===== src/rtl/jseg_pkg.sv =====
package jseg_pkg;
  localparam int unsigned STAGES = 5;
  localparam int unsigned DIGITS = 2 * STAGES;
  localparam int unsigned DIG_W  = $clog2(DIGITS);
  localparam int unsigned SEG_W  = 7;

  typedef logic [STAGES-1:0] jstate_t;
  typedef logic [DIG_W-1:0]  digit_t;
  typedef logic [SEG_W-1:0]  seg_t;

  // Ring code for digit d: fill ones from bit 0, then drain them from bit 0
  function automatic jstate_t johnson_code(int unsigned d);
    jstate_t s;
    s = '0;
    for (int unsigned i = 0; i < STAGES; i++) begin
      if (d <= STAGES) s[i] = (i < d);
      else             s[i] = (i >= d - STAGES);
    end
    return s;
  endfunction

  // bit0 = a ... bit6 = g
  function automatic seg_t digit_seg(digit_t d);
    case (d)
      4'd0:    return 7'h3F;
      4'd1:    return 7'h06;
      4'd2:    return 7'h5B;
      4'd3:    return 7'h4F;
      4'd4:    return 7'h66;
      4'd5:    return 7'h6D;
      4'd6:    return 7'h7D;
      4'd7:    return 7'h07;
      4'd8:    return 7'h7F;
      4'd9:    return 7'h6F;
      default: return 7'h00;
    endcase
  endfunction
endpackage


===== src/rtl/jseg_ring.sv =====
module jseg_ring
  import jseg_pkg::*;
(
  input  logic    clk_i,
  input  logic    rst_ni,
  input  logic    inhibit_i,
  output jstate_t state_o
);
  jstate_t state_q, state_d;
  logic    legal;

  always_comb begin
    legal = 1'b0;
    for (int unsigned k = 0; k < DIGITS; k++)
      if (state_q == johnson_code(k)) legal = 1'b1;
  end

  // Anti-lock: any illegal pattern is replaced by the zero code
  always_comb begin
    if (!legal) state_d = '0;
    else        state_d = {state_q[STAGES-2:0], ~state_q[STAGES-1]};
  end

  always_ff @(posedge clk_i or negedge rst_ni) begin
    if (!rst_ni)         state_q <= '0;
    else if (!inhibit_i) state_q <= state_d;
  end

  assign state_o = state_q;

  AST_RESET_ZERO: assert property (@(posedge clk_i) !rst_ni |-> state_q == '0);
  AST_INHIBIT_HOLD: assert property (@(posedge clk_i) disable iff (!rst_ni)
    inhibit_i |=> $stable(state_q));
endmodule


===== src/rtl/jseg_decode.sv =====
module jseg_decode
  import jseg_pkg::*;
(
  input  jstate_t state_i,
  output digit_t  digit_o,
  output logic    valid_o,
  output seg_t    seg_o
);
  always_comb begin
    digit_o = '0;
    valid_o = 1'b0;
    for (int unsigned k = 0; k < DIGITS; k++) begin
      if (state_i == johnson_code(k)) begin
        digit_o = DIG_W'(k);
        valid_o = 1'b1;
      end
    end
  end

  assign seg_o = valid_o ? digit_seg(digit_o) : '0;
endmodule


===== src/rtl/jseg_gate.sv =====
module jseg_gate
  import jseg_pkg::*;
(
  input  seg_t seg_i,
  input  logic en_i,
  output seg_t seg_o
);
  for (genvar b = 0; b < SEG_W; b++) begin : g_bit
    assign seg_o[b] = seg_i[b] & en_i;
  end
endmodule


===== src/rtl/jseg_counter.sv =====
module jseg_counter
  import jseg_pkg::*;
(
  input  logic             clk_i,
  input  logic             rst_ni,
  input  logic             inhibit_i,
  input  logic             disp_en_i,
  output logic [SEG_W-1:0] seg_o,
  output logic             seg_c_raw_o,
  output logic             carry_o,
  output logic             disp_en_o
);
  jstate_t state;
  digit_t  digit;
  logic    valid;
  seg_t    seg_raw;

  jseg_ring u_ring (
    .clk_i     (clk_i),
    .rst_ni    (rst_ni),
    .inhibit_i (inhibit_i),
    .state_o   (state)
  );

  jseg_decode u_dec (
    .state_i (state),
    .digit_o (digit),
    .valid_o (valid),
    .seg_o   (seg_raw)
  );

  jseg_gate u_gate (
    .seg_i (seg_raw),
    .en_i  (disp_en_i),
    .seg_o (seg_o)
  );

  assign carry_o     = ~state[STAGES-1];
  assign seg_c_raw_o = seg_raw[2];
  assign disp_en_o   = disp_en_i;

  AST_ADVANCE: assert property (@(posedge clk_i) disable iff (!rst_ni)
    !inhibit_i && valid |=> digit == (($past(digit) == DIG_W'(DIGITS-1)) ? '0 : $past(digit) + 1'b1));
  AST_RECOVER: assert property (@(posedge clk_i) disable iff (!rst_ni)
    !inhibit_i |=> valid);
  AST_CARRY_PHASE: assert property (@(posedge clk_i) disable iff (!rst_ni)
    valid |-> carry_o == (digit < DIG_W'(STAGES)));
  AST_SEG_BLANK: assert property (@(posedge clk_i) disable iff (!rst_ni)
    !disp_en_i |-> seg_o == '0);
  AST_SEG_C_LIVE: assert property (@(posedge clk_i) disable iff (!rst_ni)
    valid |-> seg_c_raw_o == digit_seg(digit)[2]);
endmodule


===== config.mk =====
export PLATFORM = sky130hd
export DESIGN_NAME = jseg_counter
export DESIGN_NICKNAME = d
export VERILOG_FILES = /design/src/rtl/jseg_pkg.sv /design/src/rtl/jseg_ring.sv /design/src/rtl/jseg_decode.sv /design/src/rtl/jseg_gate.sv /design/src/rtl/jseg_counter.sv
export SDC_FILE = /design/constraint.sdc
export NUM_CORES = 1
export LEC_CHECK = 0
export ABC_CLOCK_PERIOD_IN_PS = 2200
export BUFFER_PORTS_ARGS = -buffer_cell sky130_fd_sc_hd__buf_4
export CORE_MARGIN = 3
export CORE_UTILIZATION = 35
export CTS_CLUSTER_SIZE = 30
export DETAILED_ROUTE_END_ITERATION = 7
export PLACE_DENSITY = 0.57
export SYNTH_ARGS = -nofsm -noshare
export SYNTH_HDL_FRONTEND = slang
export SYNTH_HIERARCHICAL = 1
export SYNTH_SLANG_ARGS = --single-unit
export TNS_END_PERCENT = 10

===== constraint.sdc =====
create_clock -name clk_i -period 2.2 [get_ports clk_i]
set_clock_uncertainty 0.15 [all_clocks]
set_input_delay 0.33 -clock clk_i [delete_from_list [all_inputs] [get_ports clk_i]]
set_output_delay 0.33 -clock clk_i [all_outputs]
set_load 0.005 [all_outputs]

# After elaboration in Yosys (flattened, before gate mapping)
# Memories as Yosys holds them, arrays and structs flattened.
# Cells that the tools add are included.
[word_totals]
regBits = 5
mem_count = 1
latch_bits = 0
ram_bits = 0
output_inout_bits = 10
rom_bits = 112
word_cells = 41
[memory_table]
columns = ["memory", "words", "word_bits", "read_ports", "rd_ports_with_merged_regs", "wr", "line_no", "text"]
rows = [
  ["(name not given)", 16, 7, 1, 0, 0, "jseg_pkg.sv:24", "case (d)"],
]
[op_classes]
n_bitwise = 8
order_cmp = 0
reduce_logical = 1
n_addsub = 0
n_shift = 0
div_mod_pow = 0
mux = 21
mul = 0
eq_ne = 9
[ops]
columns = ["operator", "n"]
rows = [
  ["$eq A5 B5 Y1 const B", 5],
  ["$mux W3", 4],
  ["$mux W1", 11],
  ["$mux W4", 2],
  ["$and A1 B1 Y1", 7],
  ["$mux W7", 1],
  ["$eq A5 B1 Y1 const B", 1],
  ["$eq A5 B2 Y1 const B", 1],
  ["$eq A5 B3 Y1 const B", 1],
  ["$eq A5 B4 Y1 const B", 1],
  ["$logic_not A5 Y1", 1],
  ["$mux W5", 1],
  ["$mux W2", 2],
  ["$not A1 Y1", 1],
]

# Depth between registers and ports, before layout
[depth]
ltp_word = 13
ltp_mapped = 10
depth_no_buf = 9

# Modules after synthesis
# Netlist, hierarchy kept.
[modules_own_cells]
columns = ["mod", "area_each_um2", "n_inst", "seq_area_each_um2", "cells_per_inst"]
rows = [
  ["jseg_decode", 416.6, 1, 0.0, 55],
  ["jseg_ring", 306.5, 1, 125.1, 34],
  ["jseg_gate", 43.8, 1, 0.0, 7],
  ["jseg_counter", 11.3, 1, 0.0, 2],
]

# Worst setup path after synthesis
# No wires, ideal clock.
[synth_timing]
kind = "register to output"
start = "register u_ring.state_q[4], in the netlist u_ring/state_o[4]"
end = "output port seg_o[0]"
required_ps = 1720
n_path_buf = 1
stages_incl_launch_ff = 10
arrival_ps = 1992
slack_ps = -272
cell_sequence = "dfrtp_1 buf_4 xor2_1 a2bb2oi_1 o31a_1 inv_1 ha_1 mux2_4 a21oi_1 and2_1"
[synth_between]
elab_chain_len = 13
[synth_lines]
columns = ["element", "line_no", "text"]
rows = [
  ["from (decl)", "jseg_ring.sv:9", "jstate_t state_q, state_d;"],
  ["from (signal assigned)", "jseg_ring.sv:26", "else if (!inhibit_i) state_q <= state_d;"],
  ["$eq A5 B1 Y1", "jseg_decode.sv:13", "if (state_i == johnson_code(k)) begin"],
  ["$mux W1", "jseg_decode.sv:13", ""],
  ["$mux W2 (2 in a row)", "jseg_decode.sv:13", ""],
  ["$mux W3 (4 in a row)", "jseg_decode.sv:13", ""],
  ["$mux W4", "jseg_decode.sv:13", ""],
  ["$mux W4 (*)", "jseg_decode.sv:13", ""],
  ["net digit[0]", "jseg_counter.sv:14", "digit_t digit;"],
  ["$mem_v2 Z16 W7 (*)", "n/a", ""],
  ["$mux W7 (*)", "jseg_decode.sv:20", "assign seg_o = valid_o ? digit_seg(digit_o) : '0;"],
  ["net seg_raw[0]", "jseg_counter.sv:16", "seg_t seg_raw;"],
  ["$and A1 B1 Y1 (*)", "jseg_gate.sv:9", "assign seg_o[b] = seg_i[b] & en_i;"],
  ["to (decl)", "jseg_counter.sv:8", "output logic [SEG_W-1:0] seg_o,"],
]
# The timed path passes the listed nets; every way through them passes the cells marked *.

# Worst setup path in the final report
[layout_timing]
start = "register u_ring.state_q[4], in the netlist u_ring/state_o[4]"
end = "output port seg_o[0]"
[layout_between]
elab_chain_len = 13
[layout_lines]
columns = ["element", "line_no"]
rows = [
  ["$eq A5 B1 Y1 or $logic_not A5 Y1 (tied branches)", "jseg_decode.sv:13"],
  ["$mux W1", "jseg_decode.sv:13"],
  ["$mux W2 or $mux W1 (tied branches) (2 in a row)", "jseg_decode.sv:13"],
  ["$mux W3 or $mux W1 (tied branches) (4 in a row)", "jseg_decode.sv:13"],
  ["$mux W4 or $mux W1 (tied branches) (2 in a row)", "jseg_decode.sv:13"],
  ["$mem_v2 Z16 W7 or $mux W1 (tied branches)", "n/a"],
  ["$mux W7 (*)", "jseg_decode.sv:20"],
  ["net seg_raw[0]", "jseg_counter.sv:16"],
  ["$and A1 B1 Y1 (*)", "jseg_gate.sv:9"],
]
# Marks and branches as above.

==> impl_metrics.tcl <==
set metrics [dict create \
    status "complete, but fails checks" \
    violations "setup timing" \
    vias 811 \
    critPathArrivalTime_ns 2.15 \
    slowest_delay_ns 0.44 \
    net-switching-power_mw 0.6163 \
    combPwrFrac_pct 79.5 \
    grt_setup_unrepaired "true" \
    final_max_slew_viol_count 0 \
    drc 0 \
    cts_root_buf "clkbuf_4" \
    finalPower_mw 1.471 \
    syn_inst 96 \
    cts_tree "yes" \
    p_per_area_nw_per_um2 1315 \
    grt_max_degree 17 \
    p_sw_share_pct 41.90 \
    nets 133 \
    maxCapViolCount 0 \
    timing.fmax_mhz 379.9 \
    finalSetupViolCount 8 \
    fp.dieArea_um2 2801 \
    period_minus_slack_ns 2.632 \
    path_cells "buf_4 -> o32a_1 -> buf_4 -> ha_2 -> mux2_4 -> a21oi_2 -> and2_1 -> buf_4" \
    initial_core_util_pct 38.12 \
    avgViaCountPerCell 5.407 \
    gp_congestion 0.7508 \
    grt_use_total_pct 14.08 \
    first_pass_iters 4 \
    clock-sinks 5 \
    wl_per_cell_um 13.19 \
    intPower_mw 0.8544 \
    ant_nets 0 \
    min_path_type "in2reg" \
    die_w_um 52.93 \
    cp_max_fo 4 \
    core_um2 2022 \
    crit_type "reg2out" \
    dieHeight_um 52.93 \
    path_clk_slew_ns 0.05 \
    hold_viol 0 \
    p_leak_nw 0.4867 \
    drt-total-wl_mm 1.978 \
    syn2layout_area_growth_pct 45.13 \
    peakVddDrop_uv 804.4 \
    io_buffer_count 13 \
    crit_path_end_kind "primary output" \
    seq_power_share_pct 13.2 \
    first_iter_violations 23 \
    worstPathRequired_ns 1.72 \
    grt_overflow_total 0 \
    synth_nets 105 \
    dpl.hpwl_mm 1.323 \
    antenna_found_initial 0 \
    cpMostUsedCell "buf_4" \
    tightest_slew_ns 0.4854 \
    largest_reg_flops 5 \
    clk_path_buf_depth 2 \
    grt_pass1_wl_mm 2.960 \
    synth_area_per_cell_um2 8.029 \
    clk-insertion-delay-late_ns 0.25 \
    cts-buffers-inserted 3 \
    clkPwrFrac_pct 7.3 \
    timing.setup.tns_ns -2.881 \
    synth_area_um2 770.7 \
    drive_gt1_share_pct 52.03 \
    layout_setup_ws_ns -0.4320 \
    first_global_vias 697 \
    n_antenna_cell 0 \
    fillers 193 \
    max_slew_margin_pct 67.23 \
    placementRows 16 \
    htreeDepth 1 \
    pre_cts_ws_ns -0.2004 \
    yosysWarnings 6 \
    crit_slowest_cell "dfrtp_2" \
    ios 14 \
    fin_crit_sh_pct 119.6 \
    crit_path_start_kind "register" \
]
==> layout by cell type, fill, tap and decap left out, drive strengths merged, types with 2 or more instances in the layout <==
cell      n
mux2      2
nand2    11
xor2      2
inv       9
buf      33
o2111ai   2
a311oi    2
nand2b    3
dfrtp     5
clkbuf    4
nor2      4
and2      7
a21oi     7
o311ai    2
nand3     2
ha        5
nor4      2
mux2i     4
o22ai     2
==> worst paths after layout <==
path | from | endpoint | slack (ns) | depth (start not counted)
setup reg to reg | u_ring/state_o[1]$_DFFE_PN0N_ | u_ring/state_o[3]$_DFFE_PN0N_ | 0.80 | 5
hold / removal | inhibit_i | u_ring/state_o[1]$_DFFE_PN0N_ | 0.25 | 3
hold reg to reg | u_ring/state_o[0]$_DFFE_PN0N_ | u_ring/state_o[4]$_DFFE_PN0N_ | 0.63 | 2
setup / recovery | u_ring/state_o[4]$_DFFE_PN0N_ | seg_o[0] | -0.43 | 8
max in group asynchronous | rst_ni | u_ring/state_o[4]$_DFFE_PN0N_ | 1.48 | 2
min in group asynchronous | rst_ni | u_ring/state_o[1]$_DFFE_PN0N_ | 0.29 | 2
==> power groups by stage <==
stage,clock network [mW],registers (mW),logic (mW)
6_report,0.108,0.194,1.17
2_1_floorplan,0,0.150,0.624
3_5_place_dp,0,0.172,0.949
4_1_cts,0.110,0.185,1.06
5_1_grt,0.118,0.204,1.27
3_3_place_gp,0,0.173,0.943
==> worst max-delay path: cells and delay by family (launching register included) <==
kind            cells  cell delay (ns)
buf+inv             3             0.44
compound gates      2             0.47
simple gates        1             0.12
fa+ha+maj           1             0.17
mux                 1             0.27
flops               1             0.44
==> metal layers <==
| metal | vias to the layer above | track usage (%) | wire [um] |
|---|---|---|---|
| met5 | - | 0 | 0 |
| met4 | 0 | 5.957 | 15 |
| met3 | 2 | 1.408 | 115 |
| met2 | 31 | 26.24 | 1079 |
| met1 | 381 | 15.96 | 767 |
| li1 | 397 | - | - |
==> metrics by stage <==
step           cell area (um^2)  hold slack [ns]  util [%]  cells
2_1_floorplan             778.2          -0.1156         -     96
4_1_cts                    1046           0.2387     51.73    148
5_1_grt                    1119           0.2827     55.32    150
3_5_place_dp              945.9         -0.01691     46.78    142
3_3_place_gp              945.9         -0.01714     46.78    142
6_report                   1119           0.2525     55.32    150
==> final cells by class <==
type | instances | area, um^2 | share of cell area, %
multi-input combinational | 71 | 618.1 | 55.26
inverter | 9 | 36.28 | 3.244
tap | 27 | 33.78 | 3.020
timing repair buffer | 34 | 272.8 | 24.38
sequential | 5 | 131.4 | 11.74
clock buffer | 4 | 26.28 | 2.349
==> timing repair <==
action,CTS,global route
resized for setup,12,15
endpoints found under the hold margin,5,0
buffers inserted,1,2
setup endpoints to repair,8,8
pin swaps,11,10
hold buffers,1,0
Note: power is estimated with default switching activity, not from simulation.
